File: src/rtl/pllc_pkg.sv
package pllc_pkg;

  typedef enum logic [1:0] {
    KIND_OWN  = 2'd0,
    KIND_POOL = 2'd1,
    KIND_MISS = 2'd2
  } kind_e;

  typedef enum logic [2:0] {
    ST_IDLE,
    ST_LOOK,
    ST_WB,
    ST_FILL,
    ST_RESP
  } state_e;

endpackage

File: src/rtl/pllc_store.sv
module pllc_store #(
  parameter int SETS  = 4,
  parameter int WAYS  = 8,
  parameter int ENT_W = 42
) (
  input  logic                           clk_i,
  input  logic                           rst_ni,
  input  logic [$clog2(SETS)-1:0]        set_i,
  output logic [WAYS-1:0][ENT_W-1:0]     ent_o,
  input  logic                           wa_en_i,
  input  logic [$clog2(WAYS)-1:0]        wa_way_i,
  input  logic [ENT_W-1:0]               wa_ent_i,
  input  logic                           wb_en_i,
  input  logic [$clog2(WAYS)-1:0]        wb_way_i,
  input  logic [ENT_W-1:0]               wb_ent_i
);

  logic [ENT_W-1:0] mem_q [SETS][WAYS];

  always_ff @(posedge clk_i or negedge rst_ni) begin
    if (!rst_ni) begin
      for (int s = 0; s < SETS; s++)
        for (int w = 0; w < WAYS; w++)
          mem_q[s][w] <= '0;
    end else begin
      if (wb_en_i) mem_q[set_i][wb_way_i] <= wb_ent_i;
      if (wa_en_i) mem_q[set_i][wa_way_i] <= wa_ent_i;
    end
  end

  for (genvar w = 0; w < WAYS; w++) begin : g_rd
    assign ent_o[w] = mem_q[set_i][w];
  end

endmodule

File: src/rtl/pllc_lookup.sv
module pllc_lookup #(
  parameter int NCORES  = 4,
  parameter int NSHARED = 4,
  parameter int TAG_W   = 8,
  parameter int DATA_W  = 32
) (
  input  logic [NCORES+NSHARED-1:0][TAG_W+DATA_W+1:0] set_i,
  input  logic [$clog2(NCORES)-1:0]                   core_i,
  input  logic [TAG_W-1:0]                            tag_i,
  output logic                                        own_hit_o,
  output logic                                        pool_hit_o,
  output logic [$clog2(NSHARED)-1:0]                  pool_idx_o,
  output logic [TAG_W+DATA_W+1:0]                     own_ent_o,
  output logic [TAG_W+DATA_W+1:0]                     pool_ent_o
);

  localparam int WAYS  = NCORES + NSHARED;
  localparam int WAY_W = $clog2(WAYS);
  localparam int SH_W  = $clog2(NSHARED);
  localparam int V_BIT = TAG_W + DATA_W + 1;

  logic [NSHARED-1:0] pool_match;

  assign own_ent_o = set_i[WAY_W'(core_i)];
  assign own_hit_o = own_ent_o[V_BIT] && (own_ent_o[DATA_W +: TAG_W] == tag_i);

  for (genvar g = 0; g < NSHARED; g++) begin : g_cmp
    assign pool_match[g] = set_i[NCORES+g][V_BIT] &&
                           (set_i[NCORES+g][DATA_W +: TAG_W] == tag_i);
  end

  // lowest matching pool way wins
  always_comb begin
    pool_idx_o = '0;
    for (int i = NSHARED - 1; i >= 0; i--)
      if (pool_match[i]) pool_idx_o = SH_W'(i);
  end

  assign pool_hit_o = |pool_match;
  assign pool_ent_o = set_i[WAY_W'(NCORES) + WAY_W'(pool_idx_o)];

endmodule

File: src/rtl/pllc_rr.sv
module pllc_rr #(
  parameter int SETS    = 4,
  parameter int NSHARED = 4
) (
  input  logic                          clk_i,
  input  logic                          rst_ni,
  input  logic [$clog2(SETS)-1:0]       set_i,
  input  logic                          adv_i,
  output logic [$clog2(NSHARED)-1:0]    ptr_o
);

  logic [$clog2(NSHARED)-1:0] ptr_q [SETS];

  always_ff @(posedge clk_i or negedge rst_ni) begin
    if (!rst_ni) begin
      for (int s = 0; s < SETS; s++) ptr_q[s] <= '0;
    end else if (adv_i) begin
      ptr_q[set_i] <= ptr_q[set_i] + 1'b1;
    end
  end

  assign ptr_o = ptr_q[set_i];

endmodule

File: src/rtl/pllc.sv
module pllc #(
  parameter int SETS    = 4,
  parameter int NCORES  = 4,
  parameter int NSHARED = 4,
  parameter int ADDR_W  = 10,
  parameter int DATA_W  = 32
) (
  input  logic                      clk_i,
  input  logic                      rst_ni,
  input  logic                      req_valid_i,
  output logic                      req_ready_o,
  input  logic [$clog2(NCORES)-1:0] req_core_i,
  input  logic [ADDR_W-1:0]         req_addr_i,
  input  logic                      req_we_i,
  input  logic [DATA_W-1:0]         req_wdata_i,
  output logic                      rsp_valid_o,
  output logic [1:0]                rsp_kind_o,
  output logic [DATA_W-1:0]         rsp_rdata_o,
  output logic                      mem_req_o,
  output logic                      mem_we_o,
  output logic [ADDR_W-1:0]         mem_addr_o,
  output logic [DATA_W-1:0]         mem_wdata_o,
  input  logic                      mem_ack_i,
  input  logic [DATA_W-1:0]         mem_rdata_i
);
  import pllc_pkg::*;

  localparam int WAYS   = NCORES + NSHARED;
  localparam int CORE_W = $clog2(NCORES);
  localparam int SH_W   = $clog2(NSHARED);
  localparam int WAY_W  = $clog2(WAYS);
  localparam int IDX_W  = $clog2(SETS);
  localparam int TAG_W  = ADDR_W - IDX_W;
  localparam int ENT_W  = TAG_W + DATA_W + 2;
  localparam int V_BIT  = ENT_W - 1;
  localparam int D_BIT  = ENT_W - 2;

  state_e                 state_q, state_d;
  logic [CORE_W-1:0]      core_q;
  logic [ADDR_W-1:0]      addr_q;
  logic                   we_q;
  logic [DATA_W-1:0]      wdata_q, rdata_q, fill_data;
  logic [IDX_W-1:0]       idx;
  logic [TAG_W-1:0]       tag;

  logic [WAYS-1:0][ENT_W-1:0] set_ent;
  logic                   wa_en, wb_en, rr_adv;
  logic [WAY_W-1:0]       wa_way, wb_way, victim_way;
  logic [ENT_W-1:0]       wa_ent, wb_ent, own_ent, pool_ent, victim_ent;
  logic                   own_hit, pool_hit;
  logic [SH_W-1:0]        pool_idx, rr_ptr;
  kind_e                  rsp_kind;

  assign idx = addr_q[IDX_W-1:0];
  assign tag = addr_q[ADDR_W-1:IDX_W];

  pllc_store #(.SETS(SETS), .WAYS(WAYS), .ENT_W(ENT_W)) u_store (
    .clk_i    (clk_i),
    .rst_ni   (rst_ni),
    .set_i    (idx),
    .ent_o    (set_ent),
    .wa_en_i  (wa_en),
    .wa_way_i (wa_way),
    .wa_ent_i (wa_ent),
    .wb_en_i  (wb_en),
    .wb_way_i (wb_way),
    .wb_ent_i (wb_ent)
  );

  pllc_lookup #(.NCORES(NCORES), .NSHARED(NSHARED), .TAG_W(TAG_W), .DATA_W(DATA_W)) u_lookup (
    .set_i      (set_ent),
    .core_i     (core_q),
    .tag_i      (tag),
    .own_hit_o  (own_hit),
    .pool_hit_o (pool_hit),
    .pool_idx_o (pool_idx),
    .own_ent_o  (own_ent),
    .pool_ent_o (pool_ent)
  );

  pllc_rr #(.SETS(SETS), .NSHARED(NSHARED)) u_rr (
    .clk_i  (clk_i),
    .rst_ni (rst_ni),
    .set_i  (idx),
    .adv_i  (rr_adv),
    .ptr_o  (rr_ptr)
  );

  assign victim_way = WAY_W'(NCORES) + WAY_W'(rr_ptr);
  assign victim_ent = set_ent[victim_way];
  assign fill_data  = we_q ? wdata_q : mem_rdata_i;

  always_comb begin
    state_d     = state_q;
    wa_en       = 1'b0;
    wa_way      = WAY_W'(core_q);
    wa_ent      = '0;
    wb_en       = 1'b0;
    wb_way      = victim_way;
    wb_ent      = own_ent;
    rr_adv      = 1'b0;
    rsp_valid_o = 1'b0;
    rsp_kind    = KIND_MISS;
    rsp_rdata_o = rdata_q;
    mem_req_o   = 1'b0;
    mem_we_o    = 1'b0;
    mem_addr_o  = addr_q;
    mem_wdata_o = '0;
    unique case (state_q)
      ST_IDLE: if (req_valid_i) state_d = ST_LOOK;
      ST_LOOK: begin
        if (own_hit) begin
          rsp_valid_o = 1'b1;
          rsp_kind    = KIND_OWN;
          rsp_rdata_o = we_q ? wdata_q : own_ent[DATA_W-1:0];
          wa_en       = we_q;
          wa_ent      = {1'b1, 1'b1, tag, wdata_q};
          state_d     = ST_IDLE;
        end else if (pool_hit) begin
          // promote pool line, old own line takes the freed pool way
          rsp_valid_o = 1'b1;
          rsp_kind    = KIND_POOL;
          rsp_rdata_o = we_q ? wdata_q : pool_ent[DATA_W-1:0];
          wa_en       = 1'b1;
          wa_ent      = {pool_ent[V_BIT], pool_ent[D_BIT] | we_q,
                         pool_ent[DATA_W +: TAG_W],
                         we_q ? wdata_q : pool_ent[DATA_W-1:0]};
          wb_en       = 1'b1;
          wb_way      = WAY_W'(NCORES) + WAY_W'(pool_idx);
          wb_ent      = own_ent;
          state_d     = ST_IDLE;
        end else if (own_ent[V_BIT] && victim_ent[V_BIT] && victim_ent[D_BIT]) begin
          state_d = ST_WB;
        end else begin
          state_d = ST_FILL;
        end
      end
      ST_WB: begin
        mem_req_o   = 1'b1;
        mem_we_o    = 1'b1;
        mem_addr_o  = {victim_ent[DATA_W +: TAG_W], idx};
        mem_wdata_o = victim_ent[DATA_W-1:0];
        if (mem_ack_i) state_d = ST_FILL;
      end
      ST_FILL: begin
        mem_req_o = 1'b1;
        if (mem_ack_i) begin
          wa_en   = 1'b1;
          wa_ent  = {1'b1, we_q, tag, fill_data};
          wb_en   = own_ent[V_BIT];
          rr_adv  = own_ent[V_BIT];
          state_d = ST_RESP;
        end
      end
      ST_RESP: begin
        rsp_valid_o = 1'b1;
        rsp_kind    = KIND_MISS;
        state_d     = ST_IDLE;
      end
      default: state_d = ST_IDLE;
    endcase
  end

  always_ff @(posedge clk_i or negedge rst_ni) begin
    if (!rst_ni) begin
      state_q <= ST_IDLE;
      core_q  <= '0;
      addr_q  <= '0;
      we_q    <= 1'b0;
      wdata_q <= '0;
      rdata_q <= '0;
    end else begin
      state_q <= state_d;
      if (state_q == ST_IDLE && req_valid_i) begin
        core_q  <= req_core_i;
        addr_q  <= req_addr_i;
        we_q    <= req_we_i;
        wdata_q <= req_wdata_i;
      end
      if (state_q == ST_FILL && mem_ack_i) rdata_q <= fill_data;
    end
  end

  assign req_ready_o = (state_q == ST_IDLE);
  assign rsp_kind_o  = rsp_kind;

endmodule

File: config.mk
export PLATFORM = sky130hd
export DESIGN_NAME = pllc
export DESIGN_NICKNAME = d
export VERILOG_FILES = /design/src/rtl/pllc_pkg.sv /design/src/rtl/pllc_store.sv /design/src/rtl/pllc_lookup.sv /design/src/rtl/pllc_rr.sv /design/src/rtl/pllc.sv
export SDC_FILE = /design/constraint.sdc
export NUM_CORES = 2
export LEC_CHECK = 0
export BUFFER_PORTS_ARGS = -buffer_cell sky130_fd_sc_hd__buf_4
export CAP_MARGIN = 0
export CORE_ASPECT_RATIO = 0.6
export CORE_MARGIN = 8
export CORE_UTILIZATION = 45
export DETAILED_ROUTE_END_ITERATION = 7
export PLACE_DENSITY = 0.65
export SYNTH_ARGS = -nofsm -noshare
export SYNTH_HDL_FRONTEND = slang
export SYNTH_SLANG_ARGS = --single-unit
File: constraint.sdc
create_clock -name clk_i -period 5.3 [get_ports clk_i]
set_input_delay 1.06 -clock clk_i [delete_from_list [all_inputs] [get_ports clk_i]]
set_output_delay 1.06 -clock clk_i [all_outputs]
set_load 0.01 [all_outputs]
==> results.txt <==
For this run, the leading register cell type out of synthesis is sky130_fd_sc_hd__dfrtp_1. The core footprint is 147000 µm². By startpoint and endpoint, the worst setup path is classified as flop to output pin.

The proportion of layout cells with a drive suffix above 1 is 0.219. sky130_fd_sc_hd__dfrtp_1 takes more of the synthesized area than any other cell. The overall overflow remaining after global route came out at 0. Derived from the worst setup path, the maximum achievable clock frequency is 176 MHz.

The x dimension of the die is 512 µm. The die height came out at 313 µm. The clock insertion delay at the later pin of the skew report is 0.77 ns. The worst-margin pin slew came out at 1.35 ns. The number of different library cells in the post-synthesis netlist is 79. The count of yosys warnings during synthesis came out at 0. The number of standard cells after synthesis is 6134. The run finished, with violations left. The fraction of registers with async set/reset came out at 1.00. The total power divided by cell area came out at 504 nW/µm². The clock passes through at most 3 buffers. The number of synthesized flops with an enable pin came out at 0. The utilization after layout came out at 0.526. The max-cap check violation count is 0.

The first-pass iteration count of the detailed router came out at 6. For this run, the post-layout net count is 6344. The die area came out at 160000 µm².

The first global-routing pass estimated 316000 µm of wire. The count of buffers from port buffering is 160. The number of nets still failing antenna checks after routing came out at 0. The highest ir drop seen on vdd is 0.390 mV.

After synthesis, the cell types taking the most area are sky130_fd_sc_hd__dfrtp_1 (54%), sky130_fd_sc_hd__mux4_2 (11%), sky130_fd_sc_hd__o21ai_0 (7.0%). The clock-pin slew on the worst setup and hold paths is 0.07 ns. The endpoint kind of the worst setup timing path is an output pin. The final estimated routing congestion in global placement is 0.959.

STA classifies the critical path startpoint as a flop. The worst clock skew on the final layout came out at 0.0253 ns. Entering global routing, the biggest net connects 142 pins.

The initial core utilization is 0.452. In this run the clock root is driven by a sky130_fd_sc_hd__clkbuf_16. The highest fanout seen on the critical path came out at 7. The share of Yosys cell area claimed by the top area cell type is 0.540. Counting instances in the post-synthesis netlist gives the leading cell types as sky130_fd_sc_hd__dfrtp_1 (1432), sky130_fd_sc_hd__nand2_1 (1201), sky130_fd_sc_hd__o21ai_0 (922), sky130_fd_sc_hd__mux4_2 (322), sky130_fd_sc_hd__o21ai_1 (320). The time the worst path needs with I/O delays and setup is 5.68 ns. The area growth from synthesis to layout is 16.4%. For this design the total switching power over the nets is 14.2 mW. The clock drives 1432 sinks. The total count of max-transition violations in the final report is 0. The min-delay analysis places its worst path in the category primary input to asynchronous set/reset pin.

The net switching share of the total power came out at 0.366. The violation count after the first detailed-route iteration is 5350. Of the available clock period, the critical path in the final layout requires 1.07.

The number of top-level design ports came out at 161. The final-report hold violation count is 0. The part of the power in the clock network is 0.265. The leakage power total came out at 33.7 nW. In this run the number of H-tree levels came out at 4. The number of global-route vias before repair is 49.9k. The cell row count came out at 109.

In the global route stage, overall resource usage came out at 0.252. The final hold slack came out at 0.262 ns. TritonCTS built the clock tree. The average wire per cell in the routed design came out at 24.7 µm. The synthesized design contains 1432 register bits.

The worst slew slack as a fraction of its limit is 0.0984. The startpoint of the lowest-slack register-to-register path is addr_q[0]. The final worst slack came out at -0.382 ns. The post-synthesis instance area came out at 66400 µm². The endpoint arrival time on the critical path came out at 4.62 ns.

The initial antenna violation count is 3. For this block, the routed nets add up to 206000 µm of wire. The detailed-route vias per instance is 5.99. Fill cells in the final layout number 12.5k. The wire-length estimate of the detail-placed layout is 126000 µm. The internal power component is 24.7 mW.

The total setup violations reported at the end of the flow came out at 34. Overall power consumption after layout is estimated at 38.9 mW. In the post-synthesis netlist, the cell with the most instances is sky130_fd_sc_hd__dfrtp_1. After clock tree synthesis, the flow added hold-fix buffers numbering 0. The number of clock buffers inserted by TritonCTS is 135. The count of vias placed by the detailed router came out at 49.8k. Dividing the synthesized area by the synthesized cell count gives 10.8 µm². The launch point of the critical path is addr_q[0].

The number of nets in the synthesized netlist is 6215. The share of total power dissipated in combinational logic is 0.363. For this run, design rule violations remaining after detail routing come to 0. For the worst setup path, the data required time is 4.24 ns.

The power share of the sequential group came out at 0.372. The checks that failed: negative setup slack. Setup repair after global routing could not meet its margin everywhere. The post-synthesis sequential area ratio is 0.540.
-- final timing paths --
kind | to | slack, ns | cells after the start
setup / recovery | rsp_rdata_o[13] | -0.38 | 16
hold / removal | u_store.mem_q[626] | 0.26 | 1
setup reg to reg | u_store.mem_q[184] | 0.09 | 16
hold reg to reg | u_store.mem_q[251] | 0.47 | 1
max in group asynchronous | u_store.mem_q[1079] | 3.54 | 2
min in group clk_i | u_store.mem_q[251] | 0.47 | 1
-- critical path, stage by stage, from the launching register on --
cell,delay (ns)
sky130_fd_sc_hd__dfrtp_4,0.47
sky130_fd_sc_hd__buf_12,0.13
sky130_fd_sc_hd__mux4_2,0.56
sky130_fd_sc_hd__xnor2_2,0.17
sky130_fd_sc_hd__nor4_2,0.36
sky130_fd_sc_hd__buf_4,0.18
sky130_fd_sc_hd__o2111ai_4,0.13
sky130_fd_sc_hd__or2_4,0.31
sky130_fd_sc_hd__a31oi_4,0.28
sky130_fd_sc_hd__buf_12,0.21
sky130_fd_sc_hd__buf_6,0.15
sky130_fd_sc_hd__o22ai_1,0.08
sky130_fd_sc_hd__a21oi_2,0.18
sky130_fd_sc_hd__mux2i_2,0.12
sky130_fd_sc_hd__o21ai_2,0.23
sky130_fd_sc_hd__buf_4,0.15
sky130_fd_sc_hd__buf_4,0.11
-- layout make-up --
| type | instances | area, µm² | area share |
|---|---|---|---|
| Timing Repair Buffer | 570 | 5740 | 0.0744 |
| Sequential cell | 1432 | 35900 | 0.464 |
| Inverter | 43 | 169 | 0.00219 |
| Tap cell | 1942 | 2430 | 0.0315 |
| Clock buffer | 192 | 3990 | 0.0516 |
| Clock inverter | 49 | 658 | 0.00852 |
| Multi-Input combinational cell | 4081 | 28400 | 0.368 |
| Antenna cell | 1 | 2.50 | 0.0000324 |
-- kinds of logic (layout without fill, tap and decap cells) --
family | count (synthesis) | in the layout | share of synthesized area
and+or+nand+nor | 1676 | 1676 | 0.103
muxes | 600 | 601 | 0.154
buffers and inverters | 622 | 854 | 0.0464
other | 0 | 1 | 0
AOI/OAI and AO/OA | 1764 | 1764 | 0.152
xor gates and xnor gates | 40 | 40 | 0.00528
DFF | 1432 | 1432 | 0.540
-- state kept, by name, indices dropped and copies added, names as in the netlist --
register       flops
we_q               1
wdata_q           32
addr_q            10
state_q            3
u_rr.ptr_q         8
u_store.mem_q   1344
rdata_q           32
core_q             2
-- per-stage QoR --
step | instances | setup slack, ns | TNS, ns | area [µm²]
CTS | 8282 | -0.397 | -9.93 | 76600
global route | 8309 | -0.494 | -12.98 | 77200
detailed placement | 7986 | -0.339 | -0.854 | 70700
global placement | 7986 | -0.284 | -0.743 | 70700
finish | 8310 | -0.382 | -9.30 | 77200
floorplan | 6134 | 0.903 | 0 | 66400
-- cells in the final DEF (no fill, tap or decap), types with 14 or more instances in the layout --
cell type	Yosys	final
sky130_fd_sc_hd__a21oi_1	280	254
sky130_fd_sc_hd__and3_1	32	26
sky130_fd_sc_hd__inv_1	42	40
sky130_fd_sc_hd__nor2_1	292	286
sky130_fd_sc_hd__a221oi_4	26	26
sky130_fd_sc_hd__a211oi_1	73	67
sky130_fd_sc_hd__clkbuf_1	252	23
sky130_fd_sc_hd__a21o_1	32	32
sky130_fd_sc_hd__a21oi_2	1	24
sky130_fd_sc_hd__nor2b_1	39	39
sky130_fd_sc_hd__clkinv_2	0	19
sky130_fd_sc_hd__buf_4	50	429
sky130_fd_sc_hd__nand2b_1	20	18
sky130_fd_sc_hd__nand2_1	1201	1200
sky130_fd_sc_hd__o22ai_1	32	26
sky130_fd_sc_hd__o21ai_0	922	883
sky130_fd_sc_hd__buf_6	35	43
sky130_fd_sc_hd__clkbuf_8	0	29
sky130_fd_sc_hd__buf_12	0	76
sky130_fd_sc_hd__o21ai_1	320	341
sky130_fd_sc_hd__o21ai_2	1	14
sky130_fd_sc_hd__mux2i_1	177	165
sky130_fd_sc_hd__mux4_2	322	322
sky130_fd_sc_hd__clkbuf_16	0	143
sky130_fd_sc_hd__o211ai_1	14	14
sky130_fd_sc_hd__dfrtp_1	1432	1427
sky130_fd_sc_hd__xnor2_1	26	20
sky130_fd_sc_hd__or3_1	35	34
sky130_fd_sc_hd__mux2_2	98	95
sky130_fd_sc_hd__xor2_1	14	14
-- routing by layer --
metal,track usage,vias to the layer above,part of all wire
li1,-,21800,-
met1,0.366,25300,0.44
met2,0.373,2231,0.44
met3,0.0639,370,0.096
met4,0.0839,0,0.030
met5,0,-,0
-- timing repair --
item                                    in CTS  in global routing
buffers inserted                            48                 27
gates cloned                                 9                  4
endpoints found under the setup margin      58                 39
pin swaps                                   14                 39
resized for setup                          168                 81
-- power groups by stage --
stage	Clock (mW)	Sequential [mW]	Combinational (mW)
after floorplan	0	13.8	8.59
after global placement	0	14.5	12.8
after detailed placement	0	14.6	13.0
after CTS	10.5	14.4	13.8
after global routing	10.9	14.6	15.1
final	10.3	14.5	14.1
Note: power is estimated with default switching activity, not from simulation.
